--- src/rtl/feistel32_core.sv ---
module feistel32_core #(
  parameter int          ROUNDS   = 32,
  parameter int          ROT      = 7,
  parameter logic [63:0] SBOX_MAP = 64'h64C5_072E_1F3D_8A9B,
  parameter logic [63:0] PERM_R   = 64'h38D2_7C16_B05A_F49E,
  parameter logic [63:0] PERM_L   = 64'h7AD0_369C_F258_BE14
) (
  input  logic        clk,
  input  logic        rst_n,
  input  logic        start,
  input  logic        dec_sel,
  input  logic [31:0] din,
  input  logic [15:0] subkey,
  output logic [4:0]  round_idx,
  output logic        busy,
  output logic        done,
  output logic [31:0] dout
);

  localparam int CW = $clog2(ROUNDS);
  localparam logic [CW-1:0] LAST = CW'(ROUNDS - 1);

  function automatic logic [15:0] permute(input logic [15:0] x, input logic [63:0] t);
    logic [15:0] o;
    for (int j = 0; j < 16; j++) o[15-j] = x[15 - int'(t[63-4*j -: 4])];
    return o;
  endfunction

  function automatic logic [63:0] invert(input logic [63:0] t);
    logic [63:0] o;
    o = '0;
    for (int j = 0; j < 16; j++) o[63 - 4*int'(t[63-4*j -: 4]) -: 4] = 4'(j);
    return o;
  endfunction

  function automatic logic [15:0] rotl(input logic [15:0] x);
    return (x << ROT) | (x >> (16 - ROT));
  endfunction

  function automatic logic [15:0] subst(input logic [15:0] x);
    logic [15:0] o;
    for (int n = 0; n < 4; n++) o[4*n +: 4] = SBOX_MAP[63 - 4*int'(x[4*n +: 4]) -: 4];
    return o;
  endfunction

  localparam logic [63:0] INV_R = invert(PERM_R);
  localparam logic [63:0] INV_L = invert(PERM_L);

  logic [31:0]   st_q;
  logic [CW-1:0] cnt_q;
  logic          dec_q;

  wire [15:0] hl = st_q[31:16];
  wire [15:0] hr = st_q[15:0];

  wire [15:0] enc_l = permute(hr, PERM_L);
  wire [15:0] enc_r = permute(hl ^ subst(rotl(hr)) ^ subkey, PERM_R);
  wire [15:0] dec_r = permute(hl, INV_L);
  wire [15:0] dec_l = permute(hr, INV_R) ^ subst(rotl(dec_r)) ^ subkey;

  wire [31:0] nxt = dec_q ? {dec_l, dec_r} : {enc_l, enc_r};

  assign round_idx = 5'(dec_q ? LAST - cnt_q : cnt_q);

  always_ff @(posedge clk or negedge rst_n) begin
    if (!rst_n) begin
      st_q  <= '0;
      cnt_q <= '0;
      dec_q <= 1'b0;
      busy  <= 1'b0;
      done  <= 1'b0;
      dout  <= '0;
    end else begin
      done <= 1'b0;
      if (!busy) begin
        if (start) begin
          st_q  <= din;
          cnt_q <= '0;
          dec_q <= dec_sel;
          busy  <= 1'b1;
        end
      end else begin
        st_q  <= nxt;
        cnt_q <= cnt_q + 1'b1;
        if (cnt_q == LAST) begin
          busy <= 1'b0;
          done <= 1'b1;
          dout <= nxt;
        end
      end
    end
  end


  start_load_chk: assert property (@(posedge clk) disable iff (!rst_n)
    (start && !busy) |=> (busy && round_idx == (dec_q ? 5'(LAST) : 5'd0)));


  run_end_chk: assert property (@(posedge clk) disable iff (!rst_n)
    $fell(busy) |-> done);


  done_pulse_chk: assert property (@(posedge clk) disable iff (!rst_n)
    done |=> !done);


  dout_hold_chk: assert property (@(posedge clk) disable iff (!rst_n)
    !done |-> $stable(dout));


  idx_step_chk: assert property (@(posedge clk) disable iff (!rst_n)
    (busy && $past(busy)) |->
      (round_idx == (dec_q ? $past(round_idx) - 5'd1 : $past(round_idx) + 5'd1)));


  busy_hold_chk: assert property (@(posedge clk) disable iff (!rst_n)
    (busy && start && round_idx != (dec_q ? 5'd0 : 5'(LAST))) |=> (busy && $stable(dec_q)));

endmodule

--- config.mk ---
export PLATFORM = sky130hd
export DESIGN_NAME = feistel32_core
export DESIGN_NICKNAME = d
export VERILOG_FILES = /design/src/rtl/feistel32_core.sv
export SDC_FILE = /design/constraint.sdc
export NUM_CORES = 1
export LEC_CHECK = 0
export BUFFER_PORTS_ARGS = -buffer_cell sky130_fd_sc_hd__buf_2
export CELL_PAD_IN_SITES_DETAIL_PLACEMENT = 1
export CELL_PAD_IN_SITES_GLOBAL_PLACEMENT = 1
export CORE_ASPECT_RATIO = 1.4
export CORE_MARGIN = 5
export CORE_UTILIZATION = 44
export CTS_CLUSTER_DIAMETER = 150
export DETAILED_ROUTE_END_ITERATION = 6
export GPL_ROUTABILITY_DRIVEN = 0
export GPL_TIMING_DRIVEN = 1
export PLACE_DENSITY = 0.85
export SYNTH_ARGS = -nofsm -noshare
export SYNTH_HDL_FRONTEND = slang
export SYNTH_SLANG_ARGS = --single-unit
--- constraint.sdc ---
create_clock -name clk -period 2.46 [get_ports clk]
set_input_delay 0.492 -clock clk [delete_from_list [all_inputs] [get_ports clk]]
set_output_delay 0.492 -clock clk [all_outputs]
set_load 0.02 [all_outputs]
Word-level counts from Yosys, hierarchy flattened

Cells that the tools add are included.

Add/subtract/negate cells: 10
Multiply operators: 0
Divide/modulo/power cells: 0
Order comparisons: 0
Eq/ne operators: 1
Shift-type cells: 8
Muxes and demuxes: 11
Bitwise gates (word level): 7
Reduce and logical (&&, ||, !) cells: 3

Operators with widths:

| operator                                                                     | number |
|---|---|
| 67-bit by 7-bit indexed part select with 4-bit output (first input constant) | 8 |
| 32-bit 2-to-1 mux                                                            | 3 |
| 16-bit bitwise XOR                                                           | 4 |
| 6-bit by 6-bit subtractor with 7-bit output (first input constant)           | 8 |
| 16-bit by 7-bit bitwise OR with 16-bit output                                | 2 |
| 5-bit 2-to-1 mux                                                             | 3 |
| 5-bit by 1-bit adder with 5-bit output (second input constant)               | 1 |
| 5-bit == test (second input constant)                                        | 1 |
| 1-bit 2-to-1 mux                                                             | 5 |
| 5-bit subtractor (first input constant)                                      | 1 |
| 2-bit AND reduction                                                          | 2 |
| 2-bit nonzero test                                                           | 1 |
| 1-bit inverter                                                               | 1 |

Bits in registers: 72
Bits in latches: 0
Memory bits (writable): 0
ROM bits: 0
Input port bits: 52
Output and inout port bits: 39
Word-level logic and storage cells: 46
Memories: 0

Depth between registers and ports, before layout

Gate-level depths: netlist of run 1.

Depth after elaboration: 7
Gate-level depth with buffers: 7
Gate-level depth less buffers: 7

Worst setup path before layout of run 1

No wires, ideal clock.

Path type: register to output
Start point: reg dec_q
End point: out round_idx[0]
Arrival: 1.333 ns
Required time: 1.968 ns
Slack: 0.635 ns
Cell stages (with the launch flop): 5
Buffers on the path: 3
Cells stage by stage: dfrtp_1 -> buf_2 -> buf_4 -> buf_2 -> xor2_1

Word-level cells in the longest chain between the ends: 1

Ends and longest elaborated chain:

| element                  | line | source |
|---|---|---|
| start: declaration       | 51   | `logic dec_q;` |
| start signal: assignment | 79   | `dec_q <= dec_sel;` |
| 5-bit 2-to-1 mux         | 63   | `assign round_idx = 5'(dec_q ? LAST - cnt_q : cnt_q);` |
| end: declaration         | 14   | `output logic [4:0] round_idx,` |

Every way passes these cells.

Worst setup path in the final report of run 1

Start point: reg st_q[26]
End point: reg st_q[17]

Word-level cells in the longest chain between the ends: 7

Ends and longest elaborated chain:

| element                                               | line | source |
|---|---|---|
| start: declaration                                    | 49   | `logic [31:0] st_q;` |
| start signal: assignment                              | 77   | `st_q <= din;` |
| start signal: assignment                              | 83   | `st_q <= nxt;` |
| 16-bit by 7-bit bitwise OR with 16-bit output         | 37   | `return (x << ROT) \| (x >> (16 - ROT));` |
| 6-bit by 6-bit subtractor with 7-bit output           | 42   | `for (int n = 0; n < 4; n++) o[4*n +: 4] = SBOX_MAP[63 - 4*int'(x[4*n +: 4]) -: 4];` |
| 67-bit by 7-bit indexed part select with 4-bit output | 42   |  |
| 16-bit bitwise XOR (2 in a row)                       | 59   | `wire [15:0] dec_l = permute(hr, INV_R) ^ subst(rotl(dec_r)) ^ subkey;` |
| 32-bit 2-to-1 mux                                     | 61   | `wire [31:0] nxt = dec_q ? {dec_l, dec_r} : {enc_l, enc_r};` |
| 32-bit 2-to-1 mux                                     | 75   | `if (!busy) begin` |

Every way passes these cells.
A chain may end at the register's enable or synchronous reset.

==> results of run 1 <==
==> area by class of cell <==
class                           instances  area share (%)
Timing Repair Buffer                  102            9.47
Multi-Input combinational cell        397            51.6
Clock buffer                           12            4.37
Inverter                               25            1.54
Sequential cell                        72            29.6
Tap cell                              147            3.01
Clock inverter                          4           0.451
==> final timing paths <==
path | from | to | slack [ns] | cells past startpoint
hold reg to reg | dout[26] | dout[26] | 0.47 | 1
setup / recovery | st_q[26] | st_q[17] | 0.28 | 6
min in group clk | dec_sel | dec_q | 0.39 | 2
hold / removal | rst_n | dout[20] | 0.11 | 1
setup reg to reg | st_q[26] | st_q[17] | 0.28 | 6
max in group asynchronous | rst_n | st_q[9] | 1.68 | 2
==> worst max-delay path: cells and delay by family, from the launching register on <==
kind,cells,cell delay (ns)
flops,1,0.56
fa+ha+maj,1,0.30
mux,2,0.71
buf+inv,1,0.18
compound gates,1,0.11
xor+xnor,1,0.16
==> routing by layer <==
metal / global-route usage, % / vias to the layer above / part of all wire [%]
li1: - / 1959 / -
met1: 27.9 / 2136 / 40
met2: 40.2 / 103 / 54
met3: 3.20 / 32 / 3.3
met4: 8.29 / 0 / 2.8
met5: 0 / - / 0
==> state kept, by name (all words and copies together) (netlist names) <==
name and flops:
busy 1, dout 32, st_q 32, cnt_q 5, done 1, dec_q 1
==> power groups by stage <==
stage	clock network, µW	logic [µW]	registers, µW
floorplan	0	4390	2600
global placement	0	5400	2790
detailed placement	0	5730	2850
CTS	1330	5910	2850
global route	1370	6380	2970
finish	1310	5860	2860
==> logic make-up (layout without fill, tap and decap cells) <==
group	Yosys count	after routing	share of synthesized area [%]
multiplexers	67	67	15.2
AND/OR/NAND/NOR	93	93	7.84
XOR/XNOR	75	75	12.5
AO/OA/AOI/OAI	112	112	12.7
flip-flops	72	72	34.2
adder cells (fa/ha/maj)	50	50	11.5
buffers and inverters	67	143	6.06
==> layout by cell type, fill, tap and decap left out, types with 4 or more instances in the layout <==
master / n
sky130_fd_sc_hd__a211oi_1: 25
sky130_fd_sc_hd__a21o_1: 10
sky130_fd_sc_hd__a21oi_1: 29
sky130_fd_sc_hd__buf_2: 90
sky130_fd_sc_hd__buf_4: 9
sky130_fd_sc_hd__clkbuf_16: 9
sky130_fd_sc_hd__dfrtp_1: 70
sky130_fd_sc_hd__ha_1: 42
sky130_fd_sc_hd__inv_1: 25
sky130_fd_sc_hd__maj3_1: 8
sky130_fd_sc_hd__mux2_2: 4
sky130_fd_sc_hd__mux2_4: 4
sky130_fd_sc_hd__mux2i_1: 48
sky130_fd_sc_hd__mux4_2: 8
sky130_fd_sc_hd__nand2_1: 35
sky130_fd_sc_hd__nand2b_1: 6
sky130_fd_sc_hd__nor2_1: 31
sky130_fd_sc_hd__nor2b_1: 13
sky130_fd_sc_hd__o21ai_0: 5
sky130_fd_sc_hd__o21ai_1: 35
sky130_fd_sc_hd__xnor2_1: 55
sky130_fd_sc_hd__xor2_1: 20
==> metrics by stage <==
step	total power [µW]	hold WS, ns
after floorplan	7000	0.196
after global placement	8190	0.461
after detailed placement	8580	0.464
after CTS	10100	0.133
after global routing	10700	0.147
final	10000	0.109
==> flow_summary.html, run 1 <==
<table>
<tr><th>Metric</th><th>Value</th></tr>
<tr><th colspan="2">Status</th></tr>
<tr><td>Outcome</td><td>finished, final reports clean</td></tr>
<tr><th colspan="2">Route</th></tr>
<tr><td>Wire length after detailed routing</td><td>15.8 mm</td></tr>
<tr><td>Per-cell routed wire length</td><td>just over 20 µm</td></tr>
<tr><td>Detail Route Antenna Nets</td><td>0</td></tr>
<tr><td>Drt first-iter violations</td><td>~140</td></tr>
<tr><td>Via density per instance</td><td>between 5 and 6</td></tr>
<tr><td>DRC Markers</td><td>0</td></tr>
<tr><td>Total iterations of the first detailed-routing run</td><td>4</td></tr>
<tr><td>Via total after detailed routing</td><td>approximately 4,200</td></tr>
<tr><th colspan="2">Global route</th></tr>
<tr><td>Wire length of the first global-routing pass</td><td>~25 mm</td></tr>
<tr><td>Largest net degree at the start of global routing</td><td>77</td></tr>
<tr><td>Number of antenna violations at the first check in global routing</td><td>0</td></tr>
<tr><td>Vias in the first global route</td><td>4,722</td></tr>
<tr><td>Aggregate global-route resource usage</td><td>22.9%</td></tr>
<tr><td>GRT overflow</td><td>0</td></tr>
<tr><th colspan="2">Critical path</th></tr>
<tr><td>Worst Setup End Kind</td><td>register</td></tr>
<tr><td>Maximum fanout along the worst path</td><td>8</td></tr>
<tr><td>Largest stage delay on the critical path</td><td>~0.56 ns</td></tr>
<tr><td>Critical path start-end classification</td><td>reg -&gt; reg</td></tr>
<tr><td>Critical Path Source Type</td><td>register</td></tr>
<tr><td>Crit-path cells</td><td>inv_1, ha_1, mux4_2, xnor2_1, mux2i_1, a21oi_1</td></tr>
<tr><td>Data arrival at the endpoint of the critical path</td><td>around 2.4 ns</td></tr>
<tr><td>Req. time, crit path</td><td>between 2 and 3 ns</td></tr>
<tr><td>Slowest cell on the critical path</td><td>sky130_fd_sc_hd__dfrtp_1</td></tr>
<tr><th colspan="2">Cells and area</th></tr>
<tr><td>Post-layout instance count excluding filler cells</td><td>759</td></tr>
<tr><td>Number of fill cells in the layout</td><td>1,356</td></tr>
<tr><td>Area added between synthesis and finish</td><td>15.9%</td></tr>
<tr><td>Final Instance Area</td><td>between 6000 and 7000 µm²</td></tr>
<tr><td>Ratio of cells with drive above 1 in the final layout</td><td>roughly 23%</td></tr>
<tr><td>Finished Core Util</td><td>roughly 52%</td></tr>
<tr><td>Sequential cell area</td><td>~1800 µm²</td></tr>
<tr><td>Number of inserted diodes</td><td>0</td></tr>
<tr><td>Net count reported at finish</td><td>about 700</td></tr>
<tr><td>Area occupied by multi-input gates</td><td>between 3000 and 4000 µm²</td></tr>
<tr><th colspan="2">CTS</th></tr>
<tr><td>CTS Root Buffer Type</td><td>sky130_fd_sc_hd__clkbuf_16</td></tr>
<tr><td>Count of H-tree levels built during CTS</td><td>3</td></tr>
<tr><td>Worst-Skew Late Latency</td><td>0.34 ns</td></tr>
<tr><td>Maximum clock insertion buffer count</td><td>2</td></tr>
<tr><td>Post-CTS setup-driven buffer insertion count</td><td>0</td></tr>
<tr><td>Quantity of gates resized following cts</td><td>0</td></tr>
<tr><td>CTS Sinks</td><td>72</td></tr>
<tr><td>Total of hold buffers inserted after clock tree synthesis</td><td>0</td></tr>
<tr><td>CTS tree</td><td>done</td></tr>
<tr><td>Number of clock buffers inserted by TritonCTS</td><td>9</td></tr>
<tr><td>Clock Pin Slew Worst Setup and Hold Paths</td><td>0.06 ns</td></tr>
<tr><th colspan="2">Pwr</th></tr>
<tr><td>Peak supply drop</td><td>between 0.5 and 0.6 mV</td></tr>
<tr><td>Combinational power share</td><td>58.4%</td></tr>
<tr><td>Clk pwr share</td><td>roughly an eighth</td></tr>
<tr><td>Sequential fraction of design power</td><td>between 20 and 30%</td></tr>
<tr><td>Net switching power</td><td>4760 µW</td></tr>
<tr><td>Static Leakage</td><td>approximately 0.0029 µW</td></tr>
<tr><td>Switching share of power</td><td>approximately 47%</td></tr>
<tr><td>Internal power</td><td>roughly 5300 µW</td></tr>
<tr><td>Cell area power density</td><td>1640 nW/µm²</td></tr>
<tr><th colspan="2">Placement</th></tr>
<tr><td>IO Port Bufs</td><td>90</td></tr>
<tr><td>Placed standard-cell area</td><td>5810 µm²</td></tr>
<tr><td>Place WS</td><td>approximately 0.34 ns</td></tr>
<tr><td>HPWL reported at the end of detailed placement</td><td>~11 mm</td></tr>
<tr><td>DP Cell Count</td><td>approximately 740</td></tr>
<tr><th colspan="2">Timing</th></tr>
<tr><td>Worst-margin pin slew</td><td>between 0.8 and 0.9 ns</td></tr>
<tr><td>Max frequency</td><td>~460 MHz</td></tr>
<tr><td>Final setup vio count</td><td>0</td></tr>
<tr><td>Total Negative Setup Slacks</td><td>0 ns</td></tr>
<tr><td>Final worst path period need</td><td>around 2.2 ns</td></tr>
<tr><td>Final Skew</td><td>approximately 0.006 ns</td></tr>
<tr><td>Max-slew violation count</td><td>0</td></tr>
<tr><td>Post-layout worst setup margin</td><td>0.284 ns</td></tr>
<tr><td>Final period util</td><td>88.4%</td></tr>
<tr><td>Hold Violations, Final</td><td>0</td></tr>
<tr><td>Worst slew margin relative to its limit</td><td>45.9%</td></tr>
<tr><td>Unrepaired setup endpoints after global routing</td><td>false</td></tr>
<tr><th colspan="2">Yosys</th></tr>
<tr><td>Number of synthesis warnings</td><td>0</td></tr>
<tr><td>Main flop type after synthesis</td><td>sky130_fd_sc_hd__dfrtp_1</td></tr>
<tr><td>Commonest cells post-synth</td><td>sky130_fd_sc_hd__dfrtp_1 (72), sky130_fd_sc_hd__xnor2_1 (55), sky130_fd_sc_hd__mux2i_1 (48), sky130_fd_sc_hd__ha_1 (42)</td></tr>
<tr><td>Synthesized netlist net count</td><td>630</td></tr>
<tr><td>Ys async rst share</td><td>100%</td></tr>
<tr><td>Area share of the largest cell type after synthesis</td><td>between 30% and 40%</td></tr>
<tr><td>Library cell occupying the most area in the post-synthesis netlist</td><td>sky130_fd_sc_hd__dfrtp_1</td></tr>
<tr><td>Library cells used by synthesis</td><td>32</td></tr>
<tr><td>Count of flip-flops with a built-in enable after synthesis</td><td>0</td></tr>
<tr><td>Post-synthesis sequential area ratio</td><td>34.2%</td></tr>
<tr><td>Top-count cell post-synth</td><td>sky130_fd_sc_hd__dfrtp_1</td></tr>
<tr><td>Cell count after synthesis</td><td>between 500 and 600</td></tr>
<tr><td>Synthesis-stage register bit count</td><td>~70</td></tr>
<tr><td>Avg Cell Area, Syn</td><td>roughly 9.8 µm²</td></tr>
<tr><td>Cell types with the largest area share after synthesis</td><td>sky130_fd_sc_hd__dfrtp_1 (34%), sky130_fd_sc_hd__ha_1 (10%), sky130_fd_sc_hd__xnor2_1 (9.2%), sky130_fd_sc_hd__mux2i_1 (9.1%), sky130_fd_sc_hd__a211oi_1 (3.6%)</td></tr>
<tr><td>Syn Std Cell Area</td><td>around 5300 µm²</td></tr>
<tr><th colspan="2">Hold path</th></tr>
<tr><td>Hold Path Class</td><td>in -&gt; async</td></tr>
<tr><th colspan="2">Floorplanning</th></tr>
<tr><td>Core ar.</td><td>11,800 µm²</td></tr>
<tr><td>Number of top-level pins</td><td>91</td></tr>
<tr><td>Height of the die</td><td>approximately 140 µm</td></tr>
<tr><td>Full die area</td><td>between 10,000 and 15,000 µm²</td></tr>
<tr><td>Placement row count</td><td>47</td></tr>
<tr><td>X dimension of the die</td><td>approximately 100 µm</td></tr>
<tr><td>Initial core utilization</td><td>between 40% and 50%</td></tr>
<tr><th colspan="2">Job</th></tr>
<tr><td>Count of maximum capacitance violations</td><td>0</td></tr>
</table>
No activity file was read; power rests on OpenSTA's default activity.
==> inputs of run 2 (changes only) <==
- ABC_AREA: unset -> 1
- CORE_UTILIZATION: 44 -> 41
- PLACE_DENSITY: 0.85 -> 0.86
- REMOVE_ABC_BUFFERS: unset -> 1
==> run 2 against run 1 <==
  * Sequential cell count did not move
  * Utilization is 3.5 points lower
  * Critical path depth is 3 lower
  * Register-to-register slack better by 0.33 ns
  * Wire length grew 13%
  * Total power shrank 2.3%
  * Global-route usage is 0.063 points higher
  * Synthesized cell count grew 51%
  * Combinational power decreased by 2%
  * Die area is 11% higher
  * Synthesized area increased by 4.7%
  * Hold slack gained 0.011 ns
  * Largest cell class unchanged
  * Largest power group unchanged
  * Highest routed layer unchanged
==> flow_summary.html, run 2 <==
<table>
<tr><th>Metric</th><th>Value</th></tr>
<tr><th colspan="2">Status</th></tr>
<tr><td>Outcome</td><td>finished, final reports clean</td></tr>
<tr><th colspan="2">Yosys</th></tr>
<tr><td>Count of flip-flops with a built-in enable after synthesis</td><td>0 (unchanged)</td></tr>
<tr><td>Library cells used by synthesis</td><td>25 (-22%)</td></tr>
<tr><td>Synthesis-stage register bit count</td><td>72 (unchanged)</td></tr>
<tr><td>Syn Std Cell Area</td><td>5510 µm² (+4.7%)</td></tr>
<tr><td>Area share of the largest cell type after synthesis</td><td>32.7% (-1.5 points)</td></tr>
<tr><td>Simple logic cell fraction of the synthesized area</td><td>35.9% (+28 points)</td></tr>
<tr><td>Post-synthesis sequential area ratio</td><td>32.7% (-1.5 points)</td></tr>
<tr><td>Dominant combinational cell family by area after synthesis</td><td>simple AND/OR/NAND/NOR gates</td></tr>
<tr><td>Multiplexer share of the synthesized area</td><td>0% (-15 points)</td></tr>
<tr><td>Top-count cell post-synth</td><td>sky130_fd_sc_hd__nand2_1</td></tr>
<tr><td>Ys async rst share</td><td>100% (unchanged)</td></tr>
<tr><td>Cell count after synthesis</td><td>812 (+51%)</td></tr>
<tr><td>Avg Cell Area, Syn</td><td>6.79 µm² (-31%)</td></tr>
<tr><td>Cell types with the largest area share after synthesis</td><td>sky130_fd_sc_hd__dfrtp_1 (33%), sky130_fd_sc_hd__nand2_1 (23%), sky130_fd_sc_hd__ha_1 (9.5%), sky130_fd_sc_hd__nand3_1 (9.4%), sky130_fd_sc_hd__inv_1 (5.6%)</td></tr>
<tr><td>Synthesized-area fraction occupied by ao, oa, aoi and oai cells</td><td>6.24% (-6.5 points)</td></tr>
<tr><td>Library cell occupying the most area in the post-synthesis netlist</td><td>sky130_fd_sc_hd__dfrtp_1</td></tr>
<tr><td>Commonest cells post-synth</td><td>sky130_fd_sc_hd__nand2_1 (338), sky130_fd_sc_hd__nand3_1 (104), sky130_fd_sc_hd__inv_1 (82), sky130_fd_sc_hd__dfrtp_1 (72), sky130_fd_sc_hd__o21ai_0 (44)</td></tr>
<tr><td>XOR/XNOR share of the synthesized area</td><td>6.52% (-6.0 points)</td></tr>
<tr><td>Main flop type after synthesis</td><td>sky130_fd_sc_hd__dfrtp_1</td></tr>
<tr><td>Share of synthesized cell area in full adder, half adder and majority cells</td><td>9.53% (-2.0 points)</td></tr>
<tr><td>Number of synthesis warnings</td><td>0 (unchanged)</td></tr>
<tr><th colspan="2">Timing</th></tr>
<tr><td>Worst slack on hold paths</td><td>0.121 ns (+0.0113 ns)</td></tr>
<tr><td>Final period util</td><td>86.5% (-1.9 points)</td></tr>
<tr><td>Max-slew violation count</td><td>0 (unchanged)</td></tr>
<tr><td>Worst-margin pin slew</td><td>0.644 ns (-0.168 ns)</td></tr>
<tr><td>Unrepaired setup endpoints after global routing</td><td>false</td></tr>
<tr><td>Final worst path period need</td><td>2.13 ns (-0.0471 ns)</td></tr>
<tr><td>Final setup vio count</td><td>0 (unchanged)</td></tr>
<tr><td>Hold Violations, Final</td><td>0 (unchanged)</td></tr>
<tr><td>Final Skew</td><td>0.00986 ns (+0.00389 ns)</td></tr>
<tr><td>Total Negative Setup Slacks</td><td>0 ns (unchanged)</td></tr>
<tr><td>Max frequency</td><td>470 MHz (+2.2%)</td></tr>
<tr><td>Worst slew margin relative to its limit</td><td>57.0% (+11 points)</td></tr>
<tr><th colspan="2">Cells and area</th></tr>
<tr><td>Commonest non-fill, non-tap cell in the layout</td><td>sky130_fd_sc_hd__nand2_1</td></tr>
<tr><td>Area added between synthesis and finish</td><td>16.5%</td></tr>
<tr><td>Most frequent cells in the layout</td><td>sky130_fd_sc_hd__nand2_1 (338), sky130_fd_sc_hd__nand3_1 (104), sky130_fd_sc_hd__buf_2 (89)</td></tr>
<tr><td>Largest registers in the final layout</td><td>dout x32, st_q x32, cnt_q x5</td></tr>
<tr><td>Number of fill cells in the layout</td><td>1,813 (+34%)</td></tr>
<tr><td>Net count reported at finish</td><td>981 (+40%)</td></tr>
<tr><td>Ratio of cells with drive above 1 in the final layout</td><td>13.7% (-9.2 points)</td></tr>
<tr><td>Number of inserted diodes</td><td>0 (unchanged)</td></tr>
<tr><th colspan="2">CTS</th></tr>
<tr><td>Total of hold buffers inserted after clock tree synthesis</td><td>0 (unchanged)</td></tr>
<tr><td>Quantity of gates resized following cts</td><td>0 (unchanged)</td></tr>
<tr><td>Number of clock buffers inserted by TritonCTS</td><td>9 (unchanged)</td></tr>
<tr><td>CTS tree</td><td>done</td></tr>
<tr><td>Post-CTS setup-driven buffer insertion count</td><td>0 (unchanged)</td></tr>
<tr><td>Clock Pin Slew Worst Setup and Hold Paths</td><td>0.06 ns (about the same)</td></tr>
<tr><td>Worst-Skew Late Latency</td><td>0.34 ns (about the same)</td></tr>
<tr><td>Maximum clock insertion buffer count</td><td>2 (unchanged)</td></tr>
<tr><td>CTS Root Buffer Type</td><td>sky130_fd_sc_hd__clkbuf_16</td></tr>
<tr><td>Count of H-tree levels built during CTS</td><td>3 (unchanged)</td></tr>
<tr><td>CTS Sinks</td><td>72 (unchanged)</td></tr>
<tr><th colspan="2">Job</th></tr>
<tr><td>Count of maximum capacitance violations</td><td>0 (unchanged)</td></tr>
<tr><th colspan="2">Floorplanning</th></tr>
<tr><td>X dimension of the die</td><td>108 µm (+5.4%)</td></tr>
<tr><td>Height of the die</td><td>147 µm (+5.6%)</td></tr>
<tr><td>Core ar.</td><td>13,300 µm² (+13%)</td></tr>
<tr><td>Full die area</td><td>15,900 µm² (+11%)</td></tr>
<tr><td>Initial core utilization</td><td>41.6% (-3.2 points)</td></tr>
<tr><td>Number of top-level pins</td><td>91 (unchanged)</td></tr>
<tr><td>Placement row count</td><td>50 (+6.4%)</td></tr>
<tr><th colspan="2">Hold path</th></tr>
<tr><td>Hold Path Class</td><td>in -&gt; async</td></tr>
<tr><th colspan="2">Pwr</th></tr>
<tr><td>Cell area power density</td><td>1530 nW/µm² (-7.1%)</td></tr>
<tr><td>Static Leakage</td><td>0.00350 µW (+21%)</td></tr>
<tr><td>Peak supply drop</td><td>0.606 mV (+13%)</td></tr>
<tr><th colspan="2">Critical path</th></tr>
<tr><td>Maximum fanout along the worst path</td><td>34 (+26)</td></tr>
<tr><td>Minimum setup slack among reg-to-reg paths</td><td>0.61 ns (+0.33 ns)</td></tr>
<tr><td>Req. time, crit path</td><td>1.97 ns (-0.68 ns)</td></tr>
<tr><td>Worst Setup End Kind</td><td>output pin</td></tr>
<tr><td>Slowest cell on the critical path</td><td>sky130_fd_sc_hd__dfrtp_1</td></tr>
<tr><td>Data arrival at the endpoint of the critical path</td><td>1.64 ns (-0.72 ns)</td></tr>
<tr><td>Critical path start-end classification</td><td>reg -&gt; out</td></tr>
<tr><td>Largest stage delay on the critical path</td><td>0.48 ns (-0.08 ns)</td></tr>
<tr><td>Crit-path cells</td><td>buf_4, xor2_1, buf_2</td></tr>
<tr><td>Critical Path Source Type</td><td>register</td></tr>
<tr><th colspan="2">Route</th></tr>
<tr><td>Via density per instance</td><td>5.17 (-7.3%)</td></tr>
<tr><td>Via total after detailed routing</td><td>5,549 (+31%)</td></tr>
<tr><td>Per-cell routed wire length</td><td>16.5 µm (-20%)</td></tr>
<tr><td>Detail Route Antenna Nets</td><td>0 (unchanged)</td></tr>
<tr><td>DRC Markers</td><td>0 (unchanged)</td></tr>
<tr><td>Wire length after detailed routing</td><td>17.8 mm (+13%)</td></tr>
<tr><td>Total iterations of the first detailed-routing run</td><td>4 (unchanged)</td></tr>
<tr><td>Drt first-iter violations</td><td>221 (+53%)</td></tr>
<tr><th colspan="2">Placement</th></tr>
<tr><td>IO Port Bufs</td><td>90 (unchanged)</td></tr>
<tr><td>HPWL reported at the end of detailed placement</td><td>13.0 mm (+17%)</td></tr>
<tr><th colspan="2">Global route</th></tr>
<tr><td>Vias in the first global route</td><td>5,871 (+24%)</td></tr>
<tr><td>GRT overflow</td><td>0 (unchanged)</td></tr>
<tr><td>Aggregate global-route resource usage</td><td>23.0% (+0.063 points)</td></tr>
<tr><td>Number of antenna violations at the first check in global routing</td><td>0 (unchanged)</td></tr>
<tr><td>Wire length of the first global-routing pass</td><td>29.0 mm (+14%)</td></tr>
<tr><td>Largest net degree at the start of global routing</td><td>40 (-48%)</td></tr>
</table>
run 2: cell types whose count changed in the layout (fill, tap and decap cells not counted), sizes merged, moves of 11 or more:
| cell | previous run | this run |
|---|---|---|
| mux2i | 48 | 0 |
| inv | 25 | 83 |
| nor2 | 31 | 15 |
| nand3 | 2 | 104 |
| nor2b | 13 | 0 |
| a211oi | 25 | 0 |
| xor2 | 20 | 35 |
| xnor2 | 55 | 6 |
| nand2 | 35 | 338 |
| mux2 | 11 | 0 |
| a21oi | 29 | 8 |
run 2: worst max-delay path, delay by kind of cell, from the launching register on:
family / cells / cell delay, ns
buffers and inverters: 2 / 0.63
DFF: 1 / 0.48
xor gates and xnor gates: 1 / 0.20
run 2: stage by stage:
step,area (µm²),power (µW),instances,setup slack (ns),util (%)
6_report,6420,9810,1074,0.331,48.4
5_1_grt,6420,10800,1074,0.235,48.4
4_1_cts,6420,9880,1074,0.308,48.4
3_5_place_dp,6110,8310,1058,0.587,46.0
3_3_place_gp,6110,8060,1058,0.635,46.0
2_1_floorplan,5330,6460,776,0.194,-
run 2: layer usage:
layer | global-route usage, % | wire [µm]
met2 | 41.4 | 9250
met1 | 27.8 | 7350
met5 | 0 | 0
met3 | 2.81 | 717
met4 | 8.02 | 452
run 2: layout make-up:
cell class	instances	area, µm²	area share, %
clock buffer	13	250	3.90
clock inverter	3	65.1	1.01
inverter	84	315	4.91
multi-input combinational	620	3210	50.0
sequential	72	1800	28.1
tap	182	228	3.55
timing repair buffer	100	553	8.61
run 2: worst paths after layout:
path	to	start	depth (start not counted)
hold reg to reg	dout[14]	dout[14]	2
hold / removal	dout[27]	rst_n	1
setup / recovery	round_idx[4]	dec_q	3
setup reg to reg	dout[28]	cnt_q[2]	6
max in group asynchronous	st_q[7]	rst_n	2
min in group clk	st_q[13]	din[13]	3
run 2: report_power, final:
group	leakage, µW	switching (µW)	total [µW]	internal [µW]
clock network	0.000154	511	1430	916
registers	0.000840	826	2640	1820
logic	0.00250	3740	5740	2000
run 2: cell families after synthesis:
logic type	after synthesis
fa+ha+maj	42
compound gates	63
buf+inv	120
xor+xnor	41
simple gates	474
flops	72
==> inputs of run 3 (changes only) <==
- REMOVE_ABC_BUFFERS: 1 -> unset
==> run 3 against run 2 <==
  * Critical path depth up 3
  * Highest routed layer unchanged
  * Worst setup slack better by 0.23 ns
  * Global-route usage up 0.90 points
  * Total power up 0.48%
  * Maximum frequency up 12%
  * Wire length up 2.3%
  * Largest power group unchanged
==> flow_summary.html, run 3 (synthesis results as in run 2) <==
<table>
<tr><th>Metric</th><th>Value</th></tr>
<tr><th colspan="2">Status</th></tr>
<tr><td>Outcome</td><td>finished, final reports clean</td></tr>
<tr><th colspan="2">Timing</th></tr>
<tr><td>Final worst path period need</td><td>1.90 ns (-0.225 ns)</td></tr>
<tr><td>Final setup vio count</td><td>0 (unchanged)</td></tr>
<tr><td>Total Negative Setup Slacks</td><td>0 ns (unchanged)</td></tr>
<tr><td>Final Skew</td><td>0.00443 ns (-0.00543 ns)</td></tr>
<tr><td>Worst-margin pin slew</td><td>0.694 ns (+0.0508 ns)</td></tr>
<tr><td>Unrepaired setup endpoints after global routing</td><td>false</td></tr>
<tr><td>Worst slew margin relative to its limit</td><td>53.7% (-3.3 points)</td></tr>
<tr><td>Final period util</td><td>77.4% (-9.2 points)</td></tr>
<tr><td>Max frequency</td><td>525 MHz (+12%)</td></tr>
<tr><td>Max-slew violation count</td><td>0 (unchanged)</td></tr>
<tr><td>Post-layout worst setup margin</td><td>0.557 ns (+0.225 ns)</td></tr>
<tr><td>Hold Violations, Final</td><td>0 (unchanged)</td></tr>
<tr><th colspan="2">Route</th></tr>
<tr><td>Wire length after detailed routing</td><td>18.2 mm (+2.3%)</td></tr>
<tr><td>Via total after detailed routing</td><td>5,520 (-0.52%)</td></tr>
<tr><td>DRC Markers</td><td>0 (unchanged)</td></tr>
<tr><td>Via density per instance</td><td>5.14 (-0.52%)</td></tr>
<tr><td>Detail Route Antenna Nets</td><td>0 (unchanged)</td></tr>
<tr><td>Drt first-iter violations</td><td>196 (-11%)</td></tr>
<tr><td>Per-cell routed wire length</td><td>16.9 µm (+2.3%)</td></tr>
<tr><td>Total iterations of the first detailed-routing run</td><td>5 (+1)</td></tr>
<tr><th colspan="2">Hold path</th></tr>
<tr><td>Hold Path Class</td><td>in -&gt; async</td></tr>
<tr><th colspan="2">Cells and area</th></tr>
<tr><td>Ratio of cells with drive above 1 in the final layout</td><td>14.0% (+0.34 points)</td></tr>
<tr><td>Post-layout instance count excluding filler cells</td><td>1,074 (unchanged)</td></tr>
<tr><td>Area added between synthesis and finish</td><td>16.6% (about the same)</td></tr>
<tr><td>Largest registers in the final layout</td><td>dout x32, st_q x32, cnt_q x5</td></tr>
<tr><td>Area occupied by multi-input gates</td><td>3210 µm² (unchanged)</td></tr>
<tr><td>Most frequent cells in the layout</td><td>sky130_fd_sc_hd__nand2_1 (338), sky130_fd_sc_hd__nand3_1 (104), sky130_fd_sc_hd__buf_2 (89)</td></tr>
<tr><td>Commonest non-fill, non-tap cell in the layout</td><td>sky130_fd_sc_hd__nand2_1</td></tr>
<tr><td>Net count reported at finish</td><td>981 (unchanged)</td></tr>
<tr><td>Number of inserted diodes</td><td>0 (unchanged)</td></tr>
<tr><td>Number of fill cells in the layout</td><td>1,793 (-1.1%)</td></tr>
<tr><td>Sequential cell area</td><td>1800 µm² (unchanged)</td></tr>
<tr><th colspan="2">Global route</th></tr>
<tr><td>Vias in the first global route</td><td>5,961 (+1.5%)</td></tr>
<tr><td>Aggregate global-route resource usage</td><td>23.9% (+0.90 points)</td></tr>
<tr><td>Wire length of the first global-routing pass</td><td>30.0 mm (+3.6%)</td></tr>
<tr><td>Largest net degree at the start of global routing</td><td>39 (-2.5%)</td></tr>
<tr><td>GRT overflow</td><td>0 (unchanged)</td></tr>
<tr><td>Number of antenna violations at the first check in global routing</td><td>0 (unchanged)</td></tr>
<tr><th colspan="2">Critical path</th></tr>
<tr><td>Critical Path Source Type</td><td>register</td></tr>
<tr><td>Buf/Inv on CP</td><td>1 (-1)</td></tr>
<tr><td>Crit-path leading delay family</td><td>simple AND/OR/NAND/NOR gates</td></tr>
<tr><td>Maximum fanout along the worst path</td><td>32 (-5.9%)</td></tr>
<tr><td>Data arrival at the endpoint of the critical path</td><td>2.14 ns (+0.50 ns)</td></tr>
<tr><td>Worst Setup End Kind</td><td>register</td></tr>
<tr><td>Critical path start-end classification</td><td>reg -&gt; reg</td></tr>
<tr><td>Req. time, crit path</td><td>2.70 ns (+0.73 ns)</td></tr>
<tr><td>Most numerous cell on the critical path</td><td>sky130_fd_sc_hd__nand2_1</td></tr>
<tr><td>Slowest cell on the critical path</td><td>sky130_fd_sc_hd__dfrtp_1</td></tr>
<tr><td>Crit-path cells</td><td>nand4_1, or2_4, nor2_8, inv_2, nand2_1, nand2_1</td></tr>
<tr><td>Largest stage delay on the critical path</td><td>0.41 ns (-0.07 ns)</td></tr>
<tr><th colspan="2">Floorplanning</th></tr>
<tr><td>X dimension of the die</td><td>108 µm (unchanged)</td></tr>
<tr><td>Placement row count</td><td>50 (unchanged)</td></tr>
<tr><td>Full die area</td><td>15,900 µm² (unchanged)</td></tr>
<tr><td>Number of top-level pins</td><td>91 (unchanged)</td></tr>
<tr><td>Initial core utilization</td><td>41.6% (unchanged)</td></tr>
<tr><td>Core ar.</td><td>13,300 µm² (unchanged)</td></tr>
<tr><td>Height of the die</td><td>147 µm (unchanged)</td></tr>
<tr><th colspan="2">Placement</th></tr>
<tr><td>HPWL reported at the end of detailed placement</td><td>13.1 mm (+1.4%)</td></tr>
<tr><td>Place WS</td><td>0.572 ns (-0.0150 ns)</td></tr>
<tr><td>IO Port Bufs</td><td>90 (unchanged)</td></tr>
<tr><td>DP Cell Count</td><td>1,058 (unchanged)</td></tr>
<tr><th colspan="2">CTS</th></tr>
<tr><td>Total of hold buffers inserted after clock tree synthesis</td><td>0 (unchanged)</td></tr>
<tr><td>Worst-Skew Late Latency</td><td>0.35 ns (about the same)</td></tr>
<tr><td>CTS Root Buffer Type</td><td>sky130_fd_sc_hd__clkbuf_16</td></tr>
<tr><td>Quantity of gates resized following cts</td><td>0 (unchanged)</td></tr>
<tr><td>Maximum clock insertion buffer count</td><td>2 (unchanged)</td></tr>
<tr><td>CTS tree</td><td>done</td></tr>
<tr><td>Number of clock buffers inserted by TritonCTS</td><td>9 (unchanged)</td></tr>
<tr><td>Clock Pin Slew Worst Setup and Hold Paths</td><td>0.06 ns (about the same)</td></tr>
<tr><td>CTS Sinks</td><td>72 (unchanged)</td></tr>
<tr><td>Post-CTS setup-driven buffer insertion count</td><td>0 (unchanged)</td></tr>
<tr><td>Count of H-tree levels built during CTS</td><td>3 (unchanged)</td></tr>
<tr><th colspan="2">Pwr</th></tr>
<tr><td>Sequential fraction of design power</td><td>27.0% (about the same)</td></tr>
<tr><td>Switching share of power</td><td>52.1% (+0.36 points)</td></tr>
<tr><td>Static Leakage</td><td>0.00351 µW (+0.20%)</td></tr>
<tr><td>Combinational power share</td><td>58.1% (-0.4 points)</td></tr>
<tr><td>Internal power</td><td>4720 µW (-0.27%)</td></tr>
<tr><td>Cell area power density</td><td>1530 nW/µm² (+0.38%)</td></tr>
<tr><td>Clk pwr share</td><td>14.8% (+0.3 points)</td></tr>
<tr><td>Peak supply drop</td><td>0.574 mV (-5.4%)</td></tr>
<tr><td>Net switching power</td><td>5130 µW (+1.2%)</td></tr>
<tr><th colspan="2">Job</th></tr>
<tr><td>Count of maximum capacitance violations</td><td>0 (unchanged)</td></tr>
<tr><th colspan="2">Yosys</th></tr>
<tr><td>Synthesized netlist net count</td><td>~910</td></tr>
</table>
==> run 3: changes by cell type in the layout (fill, tap and decap cells not counted) <==
cell / change
sky130_fd_sc_hd__clkinvlp_4: +1
sky130_fd_sc_hd__clkbuf_1: -3
sky130_fd_sc_hd__clkinv_2: +2
==> run 3: path summary, 6_finish.rpt <==
check	cells after the start	endpoint	slack (ns)	from
worst max-delay path	6	dout[14]	0.56	cnt_q[0]
worst min-delay path	1	done	0.12	rst_n
worst min register to register	2	dout[16]	0.47	dout[16]
worst max register to register	6	dout[14]	0.56	cnt_q[0]
max in group asynchronous	2	dout[20]	1.74	rst_n
min in group clk	3	dec_q	0.35	dec_sel
==> run 3: worst register-to-register path: stages (launching register included) <==
cell and delay (ns):
sky130_fd_sc_hd__dfrtp_1 0.41, sky130_fd_sc_hd__nand4_1 0.14, sky130_fd_sc_hd__or2_4 0.28, sky130_fd_sc_hd__nor2_8 0.32
sky130_fd_sc_hd__inv_2 0.38, sky130_fd_sc_hd__nand2_1 0.21, sky130_fd_sc_hd__nand2_1 0.06
==> run 3: area by class of cell <==
class / count / share of cell area [%]
sequential: 72 / 28.0
inverter: 84 / 4.90
clock inverter: 6 / 1.28
timing repair buffer: 100 / 8.60
tap: 182 / 3.54
multi-input combinational: 620 / 49.9
clock buffer: 10 / 3.72
==> run 3: routing by layer <==
| layer | share of wire, % | global-route usage, % | vias to the layer above |
|---|---|---|---|
| li1 | - | - | 2681 |
| met5 | 0 | 0 | - |
| met4 | 2.8 | 9.29 | 0 |
| met1 | 40 | 28.2 | 2666 |
| met3 | 5.0 | 4.13 | 38 |
| met2 | 52 | 42.4 | 135 |
==> run 3: through the flow <==
stage          util (%)  total power, µW  area (µm²)  hold slack [ns]
2_1_floorplan         -             6620        5510            0.196
3_3_place_gp       46.0             8070        6110            0.460
3_5_place_dp       46.0             8330        6110            0.460
4_1_cts            48.5             9930        6430            0.139
5_1_grt            48.5            10800        6430            0.164
6_report           48.5             9850        6430            0.115
==> run 3: power by group through the flow <==
| stage | Sequential [µW] | Clock [µW] | Combinational, µW |
|---|---|---|---|
| finish | 2660 | 1460 | 5730 |
| global route | 2750 | 1530 | 6520 |
| global placement | 2650 | 0 | 5420 |
| CTS | 2650 | 1480 | 5790 |
| detailed placement | 2650 | 0 | 5680 |
| floorplan | 2570 | 0 | 4050 |
